File: src/rtl/mt_rob_pkg.sv
package mt_rob_pkg;
  typedef enum logic [1:0] {
    POL_DYNAMIC   = 2'd0,
    POL_PARTITION = 2'd1,
    POL_THRESHOLD = 2'd2
  } share_pol_e;

  typedef enum logic [1:0] {
    TS_IDLE   = 2'd0,
    TS_RUN    = 2'd1,
    TS_SQUASH = 2'd2
  } thr_state_e;
endpackage

File: src/rtl/mt_rob_limits.sv
module mt_rob_limits #(
  parameter int N_THR      = 2,
  parameter int DEPTH      = 8,
  parameter int THRESH_PCT = 75,
  localparam int CW        = $clog2(DEPTH + 1)
) (
  input  logic [1:0]       policy_i,
  input  logic [N_THR-1:0] active_i,
  output logic [CW-1:0]    limit_o
);
  import mt_rob_pkg::*;

  localparam int THR_RAW = (DEPTH * THRESH_PCT) / 100;
  localparam int THR_LIM = (THR_RAW < 1) ? 1 : ((THR_RAW > DEPTH) ? DEPTH : THR_RAW);

  int n_act;
  logic [CW-1:0] part_lim;

  always_comb begin
    n_act    = $countones(active_i);
    part_lim = CW'(DEPTH);
    for (int d = 1; d <= N_THR; d++) begin
      if (n_act == d) part_lim = CW'(DEPTH / d);
    end
  end

  always_comb begin
    case (share_pol_e'(policy_i))
      POL_PARTITION: limit_o = part_lim;
      POL_THRESHOLD: limit_o = CW'(THR_LIM);
      default:       limit_o = CW'(DEPTH);
    endcase
  end
endmodule

File: src/rtl/mt_rob_thread_q.sv
module mt_rob_thread_q #(
  parameter int DEPTH    = 8,
  parameter int SEQ_W    = 6,
  parameter int SQ_WIDTH = 2,
  localparam int CW      = $clog2(DEPTH + 1),
  localparam int AW      = (DEPTH > 1) ? $clog2(DEPTH) : 1
) (
  input  logic             clk,
  input  logic             rst_n,
  input  logic             push_i,
  input  logic [SEQ_W-1:0] push_seq_i,
  input  logic             pop_i,
  input  logic             cmpl_i,
  input  logic [SEQ_W-1:0] cmpl_seq_i,
  input  logic             sq_req_i,
  input  logic [SEQ_W-1:0] sq_seq_i,
  output logic             push_fire_o,
  output logic             pop_fire_o,
  output logic             blocked_o,
  output logic             squashing_o,
  output logic [CW-1:0]    count_o,
  output logic [SEQ_W-1:0] head_seq_o,
  output logic             head_rdy_o,
  output logic             head_sq_o,
  output logic [SEQ_W-1:0] tail_seq_o
);
  logic [SEQ_W-1:0] seq_q [DEPTH];
  logic [DEPTH-1:0] live_q, done_q, sqd_q;
  logic [AW-1:0]    head_q, tail_q;
  logic [CW-1:0]    cnt_q, walk_q;
  logic             sq_act_q;
  logic [SEQ_W-1:0] sq_seq_q;

  logic [DEPTH-1:0] mark;
  logic             halt, walk_fin;
  logic [AW-1:0]    pos;

  function automatic logic younger(input logic [SEQ_W-1:0] a, input logic [SEQ_W-1:0] b);
    logic [SEQ_W-1:0] diff;
    diff = a - b;
    return (diff != '0) && !diff[SEQ_W-1];
  endfunction

  assign blocked_o   = sq_act_q | sq_req_i;
  assign squashing_o = sq_act_q;
  assign count_o     = cnt_q;
  assign head_seq_o  = seq_q[head_q];
  assign tail_seq_o  = seq_q[tail_q - AW'(1)];
  assign head_sq_o   = (cnt_q != '0) && sqd_q[head_q];
  assign head_rdy_o  = (cnt_q != '0) && (done_q[head_q] || sqd_q[head_q]);
  assign push_fire_o = push_i && !blocked_o;
  assign pop_fire_o  = pop_i && head_rdy_o && !blocked_o;

  // walker: inspect up to SQ_WIDTH slots, youngest first
  always_comb begin
    mark = '0;
    halt = 1'b0;
    pos  = '0;
    for (int k = 0; k < SQ_WIDTH; k++) begin
      pos = head_q + AW'(walk_q) - AW'(1) - AW'(k);
      if (!halt) begin
        if (k < int'(walk_q) && younger(seq_q[pos], sq_seq_q)) mark[pos] = 1'b1;
        else halt = 1'b1;
      end
    end
    walk_fin = halt || (int'(walk_q) <= SQ_WIDTH);
  end

  always_ff @(posedge clk or negedge rst_n) begin
    if (!rst_n) begin
      for (int i = 0; i < DEPTH; i++) seq_q[i] <= '0;
      live_q   <= '0;
      done_q   <= '0;
      sqd_q    <= '0;
      head_q   <= '0;
      tail_q   <= '0;
      cnt_q    <= '0;
      walk_q   <= '0;
      sq_act_q <= 1'b0;
      sq_seq_q <= '0;
    end else begin
      if (cmpl_i) begin
        for (int i = 0; i < DEPTH; i++) begin
          if (live_q[i] && seq_q[i] == cmpl_seq_i) done_q[i] <= 1'b1;
        end
      end
      if (sq_req_i) begin
        sq_act_q <= 1'b1;
        sq_seq_q <= sq_seq_i;
        walk_q   <= cnt_q;
      end else if (sq_act_q) begin
        sqd_q  <= sqd_q | mark;
        walk_q <= (int'(walk_q) > SQ_WIDTH) ? walk_q - CW'(SQ_WIDTH) : '0;
        if (walk_fin) sq_act_q <= 1'b0;
      end
      if (push_fire_o) begin
        seq_q[tail_q]  <= push_seq_i;
        live_q[tail_q] <= 1'b1;
        done_q[tail_q] <= 1'b0;
        sqd_q[tail_q]  <= 1'b0;
        tail_q         <= tail_q + AW'(1);
      end
      if (pop_fire_o) begin
        live_q[head_q] <= 1'b0;
        head_q         <= head_q + AW'(1);
      end
      cnt_q <= cnt_q + CW'(push_fire_o) - CW'(pop_fire_o);
    end
  end
endmodule

File: src/rtl/mt_rob.sv
module mt_rob #(
  parameter int N_THR      = 2,
  parameter int DEPTH      = 8,
  parameter int SEQ_W      = 6,
  parameter int SQ_WIDTH   = 2,
  parameter int THRESH_PCT = 75,
  localparam int CW        = $clog2(DEPTH + 1),
  localparam int TW        = (N_THR > 1) ? $clog2(N_THR) : 1
) (
  input  logic                   clk,
  input  logic                   rst_n,
  input  logic [1:0]             policy_i,
  input  logic [N_THR-1:0]       active_i,
  input  logic                   alloc_valid_i,
  output logic                   alloc_ready_o,
  input  logic [TW-1:0]          alloc_tid_i,
  input  logic [SEQ_W-1:0]       alloc_seq_i,
  input  logic                   cmpl_valid_i,
  input  logic [TW-1:0]          cmpl_tid_i,
  input  logic [SEQ_W-1:0]       cmpl_seq_i,
  input  logic                   retire_i,
  input  logic [TW-1:0]          retire_tid_i,
  input  logic                   squash_i,
  input  logic [TW-1:0]          squash_tid_i,
  input  logic [SEQ_W-1:0]       squash_seq_i,
  output logic [N_THR*SEQ_W-1:0] head_seq_o,
  output logic [N_THR-1:0]       head_ready_o,
  output logic [N_THR-1:0]       head_squashed_o,
  output logic [N_THR*SEQ_W-1:0] tail_seq_o,
  output logic [N_THR*CW-1:0]    thr_count_o,
  output logic [N_THR*CW-1:0]    thr_free_o,
  output logic [N_THR-1:0]       thr_empty_o,
  output logic [N_THR*2-1:0]     thr_state_o,
  output logic [CW-1:0]          total_o,
  output logic                   full_o,
  output logic                   empty_o,
  output logic [N_THR-1:0]       sq_done_o,
  output logic                   all_sq_done_o,
  output logic                   can_commit_o
);
  import mt_rob_pkg::*;

  logic [CW-1:0]    limit;
  logic [N_THR-1:0] push_fire, pop_fire, blocked, squashing;
  logic [CW-1:0]    total_q;
  logic [CW-1:0]    space_left;

  mt_rob_limits #(.N_THR(N_THR), .DEPTH(DEPTH), .THRESH_PCT(THRESH_PCT)) u_limits (
    .policy_i (policy_i),
    .active_i (active_i),
    .limit_o  (limit)
  );

  assign space_left = CW'(DEPTH) - total_q;

  for (genvar t = 0; t < N_THR; t++) begin : g_thr
    logic [CW-1:0] cnt, by_limit;

    mt_rob_thread_q #(.DEPTH(DEPTH), .SEQ_W(SEQ_W), .SQ_WIDTH(SQ_WIDTH)) u_q (
      .clk         (clk),
      .rst_n       (rst_n),
      .push_i      (alloc_valid_i && alloc_tid_i == TW'(t)),
      .push_seq_i  (alloc_seq_i),
      .pop_i       (retire_i && retire_tid_i == TW'(t)),
      .cmpl_i      (cmpl_valid_i && cmpl_tid_i == TW'(t)),
      .cmpl_seq_i  (cmpl_seq_i),
      .sq_req_i    (squash_i && squash_tid_i == TW'(t)),
      .sq_seq_i    (squash_seq_i),
      .push_fire_o (push_fire[t]),
      .pop_fire_o  (pop_fire[t]),
      .blocked_o   (blocked[t]),
      .squashing_o (squashing[t]),
      .count_o     (cnt),
      .head_seq_o  (head_seq_o[t*SEQ_W +: SEQ_W]),
      .head_rdy_o  (head_ready_o[t]),
      .head_sq_o   (head_squashed_o[t]),
      .tail_seq_o  (tail_seq_o[t*SEQ_W +: SEQ_W])
    );

    assign by_limit = (limit > cnt) ? limit - cnt : '0;
    assign thr_free_o[t*CW +: CW]  = (by_limit < space_left) ? by_limit : space_left;
    assign thr_count_o[t*CW +: CW] = cnt;
    assign thr_empty_o[t]          = (cnt == '0);
    assign sq_done_o[t]            = !squashing[t];
    assign thr_state_o[t*2 +: 2]   = squashing[t] ? TS_SQUASH : (active_i[t] ? TS_RUN : TS_IDLE);
  end

  always_ff @(posedge clk or negedge rst_n) begin
    if (!rst_n) total_q <= '0;
    else        total_q <= total_q + CW'($countones(push_fire)) - CW'($countones(pop_fire));
  end

  assign alloc_ready_o = !blocked[alloc_tid_i];
  assign total_o       = total_q;
  assign full_o        = (total_q == CW'(DEPTH));
  assign empty_o       = (total_q == '0);
  assign all_sq_done_o = (squashing == '0);
  assign can_commit_o  = |(head_ready_o & active_i & ~squashing);
endmodule

File: config.mk
export PLATFORM = sky130hd
export DESIGN_NAME = mt_rob
export DESIGN_NICKNAME = d
export VERILOG_FILES = /design/src/rtl/mt_rob_pkg.sv /design/src/rtl/mt_rob_limits.sv /design/src/rtl/mt_rob_thread_q.sv /design/src/rtl/mt_rob.sv
export SDC_FILE = /design/constraint.sdc
export NUM_CORES = 1
export LEC_CHECK = 0
export BUFFER_PORTS_ARGS = -buffer_cell sky130_fd_sc_hd__buf_2
export CAP_MARGIN = 30
export CORE_MARGIN = 2
export CORE_UTILIZATION = 25
export CTS_BUF_LIST = sky130_fd_sc_hd__clkbuf_2 sky130_fd_sc_hd__clkbuf_4 sky130_fd_sc_hd__clkbuf_8
export CTS_CLUSTER_SIZE = 25
export DETAILED_ROUTE_END_ITERATION = 8
export GPL_TIMING_DRIVEN = 0
export MAX_ROUTING_LAYER = met4
export PLACE_DENSITY = 0.48
export SLEW_MARGIN = 20
export SYNTH_ARGS = -nofsm -noshare
export SYNTH_HDL_FRONTEND = slang
export SYNTH_SLANG_ARGS = --single-unit
File: constraint.sdc
create_clock -name clk -period 5.2 [get_ports clk]
set_input_delay 0 -clock clk [delete_from_list [all_inputs] [get_ports clk]]
set_output_delay 0 -clock clk [all_outputs]
set_load 0.03 [all_outputs]
== Yosys cells after proc, flatten, opt, wreduce, memory -nomap -nowiden ==
Index checks and enable logic that the tools add are counted.
Word-level totals
  output and inout port bits: 61
  register bits: 190
  ROM bits: 0
  bits in writable memories: 0
  memories: 0
  latch bits: 0
Cells by class
  div/mod/pow operators: 0
  reductions and logical operators: 78
  $mul: 0
  muxes and demuxes: 120
  equality and inequality tests: 20
  shift-type cells: 0
  add/subtract/negate cells: 30
  bitwise gates (word level): 35
  order comparisons: 41
Operator list (number)
  two-way mux 8 bit: 20
  binary-select mux 6 bit (select 3 bit): 8
  two-way mux 6 bit: 18
  bitwise mux 48 bit: 2
  equality test 6 bit: 16
  logical AND 1 bit: 52
  bitwise AND 8 bit: 6
  bitwise OR 8 bit: 6
  two-way mux 1 bit: 44
  two-way mux 4 bit: 11
  >= comparator 4 bit (second input constant): 10
  NOT 3 -> 4 bit: 10
  demux 6 bit (select 3 bit): 2
  equality test 32 x 3 -> 1 bit (second input constant): 1
  less-than comparator 3 x 4 -> 1 bit (second input constant): 8
  NOT 8 bit: 4
  demux 1 bit (select 3 bit): 8
  >= comparator 3 x 1 -> 1 bit (second input constant): 8
  nonzero test 6 bit: 4
  subtractor 6 bit: 4
  subtractor 3 x 1 -> 3 bit (second input constant): 6
  less-than comparator 1 x 4 -> 1 bit (first input constant): 4
  adder 3 x 1 -> 3 bit (second input constant): 4
  binary-select mux 1 bit (select 3 bit): 4
  other kinds (31): 64

== Logic depth before layout (Yosys ltp) ==
  depth after elaboration: 19
  mapped depth: 24
  mapped depth without buffers: 20

== Cells and area by module ==
From an unflattened synthesis, not the netlist that was laid out.
Unflattened totals
  cells, all modules: 1391
  area, all modules: 14412.6 sq um
By module, submodules not included
  mt_rob_thread_q at g_thr[1].u_q: area an instance 6744.0 sq um, instances 1, cells an instance 622
  mt_rob_thread_q at g_thr[0].u_q: area an instance 6526.3 sq um, instances 1, cells an instance 625
  mt_rob: area an instance 1063.5 sq um, instances 1, cells an instance 133
  mt_rob_limits: area an instance 78.8 sq um, instances 1, cells an instance 11

== Least setup slack after synthesis ==
No wires, ideal clock.
  path type: register -> register
  start: reg g_thr[0].u_q.head_q[1]
  end: reg g_thr[0].u_q.sqd_q[4]
  arrival time: 5.210 ns
  stages on the path, launching flop included: 25
  slack: -0.111 ns
  cells stage by stage: dfrtp_1 buf_2 clkinv_1 ha_1 inv_1 ha_1 buf_2 clkbuf_1 clkinv_1 ha_1 xor3_2 clkbuf_1 nand2_1 nor2_1 a31oi_1 a21oi_1 a21oi_1 ha_1 nor2_1 a21oi_1 a21o_1 a21oi_1 xnor2_1 nand4_4 o311ai_2
Between the ends
  cells in the longest elaborated chain, start to end: 19
RTL lines
  start, declared: line mt_rob_thread_q.sv:29  | logic [AW-1:0] head_q, tail_q;
  start signal, assigned: line mt_rob_thread_q.sv:105  | head_q <= head_q + AW'(1);
  adder 3 bit *: line mt_rob_thread_q.sv:60  | pos = head_q + AW'(walk_q) - AW'(1) - AW'(k);
  subtractor 3 x 1 -> 3 bit *: line mt_rob_thread_q.sv:60
  branches (longest 11 deep; another with subtractor 6 bit)
  two-way mux 8 bit *: line mt_rob_thread_q.sv:61  | if (!halt) begin
  bitwise OR 8 bit *: line mt_rob_thread_q.sv:92  | sqd_q <= sqd_q | mark;
  two-way mux 8 bit *: line mt_rob_thread_q.sv:91  | end else if (sq_act_q) begin
  two-way mux 8 bit *: line mt_rob_thread_q.sv:87  | if (sq_req_i) begin
  bitwise AND 8 bit (no line)
  two-way mux 8 bit *: line mt_rob_thread_q.sv:96  | if (push_fire_o) begin
  end signal, assigned: line mt_rob_thread_q.sv:92
  end, declared: line mt_rob_thread_q.sv:28  | logic [DEPTH-1:0] live_q, done_q, sqd_q;
Every way passes the cells marked *. The select of a mux whose other input is x is not followed.
A chain may end at the register's enable or synchronous reset.

== Final worst setup path ==
  start: reg g_thr[0].u_q.head_q[0]
  end: reg g_thr[0].u_q.sqd_q[0]
The elaborated chain is that of the path after synthesis.

==> out/qor.txt <==
R2R Setup Slk: 0.25 ns
Post-synthesis register bit count: 190
Final worst clock skew: 0.0227 ns
Num ports: 93
Vias in the first global route: 11400
Reg-to-Reg Start: g_thr[0].u_q.head_q[0]
CP Launch Type: flop
Total grt overflow: 0
Worst skew pair latency: 0.54 ns
Clk sinks: 190
Yosys top cell by area: dfrtp_1
Area of the die: 0.0584 mm^2
Final setup margin: 0.253 ns
Distinct cells, synth: 66
Tcrit/Tclk final: 0.951
Vias: 11500
Synth Flop Type: dfrtp_1
Placed wire-length estimate: 37700 um
Worst R2R Path Depth: 22
Worst Hold Launch: squash_i
CP Data Required Time: 5.58 ns
Tightest Pin Transition: 1.04 ns
Synth top area cells: dfrtp_1, mux4_2, mux2_2
Die height: 242 um
Core Box Area: 0.0562 mm^2
Mapped Nets: 1473
Netlist Area Pre-Place: 0.0141 mm^2
Die Wd: 242 um
P&R area growth vs syn: 17.0%
Top-count cell post-synth: nand2_1
CTS Root Cell: clkbuf_8
Final hold vios: 0
Min Hold Slack: 0.0345 ns
Tmin final: 4.95 ns
Critical path cell sequence: buf_4 -> inv_1 -> ha_2 -> inv_1 -> ha_1 -> buf_4 -> buf_8 -> clkinv_4 -> ha_4 -> xor3_2 -> mux4_2 -> mux2i_4 -> ha_1 -> inv_1 -> fa_1 -> a21o_1 -> a21oi_1 -> xor2_1 -> nand4_1 -> buf_4 -> nand4_4 -> o221ai_1
Seq/Total Area, Yosys: 0.337
Hold Path Stages: 4
Syn avg cell area: 10.4 um^2
Starting Density: 0.251
Maximum Capacitance Violations: 0
Post-synth EDFFs: 0
Hold path endpoint: g_thr[0].u_q.sqd_q[6]
Port bufs: 86
Pins Over Slew Limit: 0
Post-route ant nets: 0
Residual DRC: 0
Largest net degree at the start of global routing: 79
H-tree Lvls: 4
Site row count: 87
Clock-pin slew of the registers on the worst-case setup and hold paths: 0.11 ns
Final setup viols: 0
Wirelength, routed: 49900 um
Mapped Cells: 1362
Relative slew slack: 0.302
Share of post-route cells with drive strength above 1: 0.260
YS warnings: 0
Final setup TNS: 0 ns
CTS tree: built
Yosys top cell area share: 0.337
Num CTS Buffers: 17
Max stage delay on crit path: 0.57 ns
Initial DRC Count: 967
DR WL/cell: 22.0 um
Worst r2r dst: g_thr[0].u_q.sqd_q[0]
DRT Pass-1 Iters: 5
Final GP Congestion: 0.911
Pre-CTS worst setup slack: -1.61 ns
Clk buf depth: 2
HP Class: primary input to flop
Global-route wire length before repair: 75400 um
Critical path capture point type: flop
CP max-delay cell: mux4_2
Commonest cells post-synth: nand2_1, dfrtp_1, xor2_1
Crit-path max FO: 10
Fmax: 0.202 GHz
Crit path launch: g_thr[0].u_q.head_q[0]
Data arrival time of the worst path: 5.33 ns
Antenna violations before repair: 6
Async set-or-reset flop fraction in the synthesized netlist: 1.00
Tot GR Track Use: 0.177
DR vias/cell: 5.05
Unrepaired setup endpoints after global routing: no
Post-layout net count: 1607
CP Class: flop to flop
Outcome: completed
-- cell usage in the layout, fill, tap and decap left out, types with 6 or more instances in the layout --
cell type      Yosys  routed
nand2_1          221     221
dfrtp_1          190     189
xor2_1           110     108
mux2_2           101     101
buf_2              6      87
mux4_2            86      86
inv_1             79      77
ha_1              68      65
nor2_1            68      63
clkbuf_1          51      39
nor3_1            31      31
a21oi_1           31      30
xnor2_1           29      27
a31oi_1           26      25
o21ai_0           24      23
mux2i_1           23      19
buf_4              6      18
nor4_1            18      18
clkbuf_8           0      18
nand3_1           17      17
a21o_1            15      15
dlygate4sd3_1      0      14
o22ai_1           13      13
nor2b_1           11      11
fa_1              11      11
o32a_1             8       8
nand2b_1           7       7
buf_6              0       7
buf_1              8       7
diode_2            0       6
nand4_1            6       6
-- kinds of logic after synthesis --
group | count (synthesis) | share of synthesized area
and+or+nand+nor | 418 | 0.134
muxes | 213 | 0.237
DFF | 190 | 0.337
AOI/OAI and AO/OA | 164 | 0.0804
buffers and inverters | 155 | 0.0433
xor gates and xnor gates | 143 | 0.0922
adders and majority gates | 79 | 0.0758
-- sequential cells by signal (all words and copies together) (netlist names) --
register,cells
total_o,4
g_thr.u_q.tail_q,6
g_thr.u_q.walk_q,8
g_thr.u_q.squashing_o,2
g_thr.u_q.live_q,16
g_thr.u_q.done_q,16
g_thr.u_q.sq_seq_q,12
g_thr.u_q.seq_q,96
g_thr.u_q.sqd_q,16
g_thr.u_q.head_q,6
g_thr.u_q.count_o,8
-- stage by stage --
stage | util | cell area (um^2) | cells
final | 0.294 | 16500 | 2270
after global routing | 0.294 | 16500 | 2270
after CTS | 0.292 | 16400 | 2260
after detailed placement | 0.279 | 15700 | 2212
after global placement | 0.276 | 15500 | 2204
after floorplan | - | 14100 | 1362
-- cell type report --
type                    count  area, um^2
clock inverters            12         160
clock buffers              19         255
multi-input cells        1018        8940
flip-flops and latches    190        4760
inverters                  84         333
diodes                      6        15.0
plain buffers              69         345
repair buffers            116         779
fillers                  5868       39600
well taps                 756         946
-- routing by layer --
layer	share of wire	routed length [um]	track usage	vias to the layer above
met1	0.45	22200	0.237	5806
met3	0.064	3200	0.0330	84
met5	0	0	-	-
li1	-	-	-	5144
met2	0.45	22600	0.262	429
met4	0.038	1890	0.0719	0
-- critical path, delay by kind of cell (launching register included) --
kind	cells	cell delay, ns
multiplexers	2	0.79
AND/OR/NAND/NOR	2	0.23
flip-flops	1	0.40
AO/OA/AOI/OAI	3	0.50
buffers and inverters	8	1.11
adder cells (fa/ha/maj)	5	1.23
XOR/XNOR	2	0.52
-- what timing repair did --
item                                    in CTS  in global routing
gates resized for setup                     36                 27
pin swaps                                    3                  3
endpoints found under the setup margin      18                 18
gates cloned                                 0                  1
buffers inserted                             4                  2
hold buffers                                15                  0
hold endpoints to repair                   160                  0
-- how the worst max path moves through the flow --
| stage | endpoint | slack [ns] | cells after the start |
|---|---|---|---|
| 3_5_place_dp | g_thr[0].u_q.sqd_q[0] | -1.61 | 22 |
| 3_3_place_gp | g_thr[0].u_q.sqd_q[7] | -1.59 | 22 |
| 4_1_cts | g_thr[0].u_q.sqd_q[0] | 0.06 | 21 |
| 6_report | g_thr[0].u_q.sqd_q[0] | 0.25 | 22 |
| 5_1_grt | g_thr[0].u_q.sqd_q[0] | 0.02 | 22 |
| 2_1_floorplan | g_thr[0].u_q.sqd_q[4] | 0.11 | 24 |
Power is not shown: default switching activity piles up to over one toggle a cycle in this logic, so the estimate is an artifact.
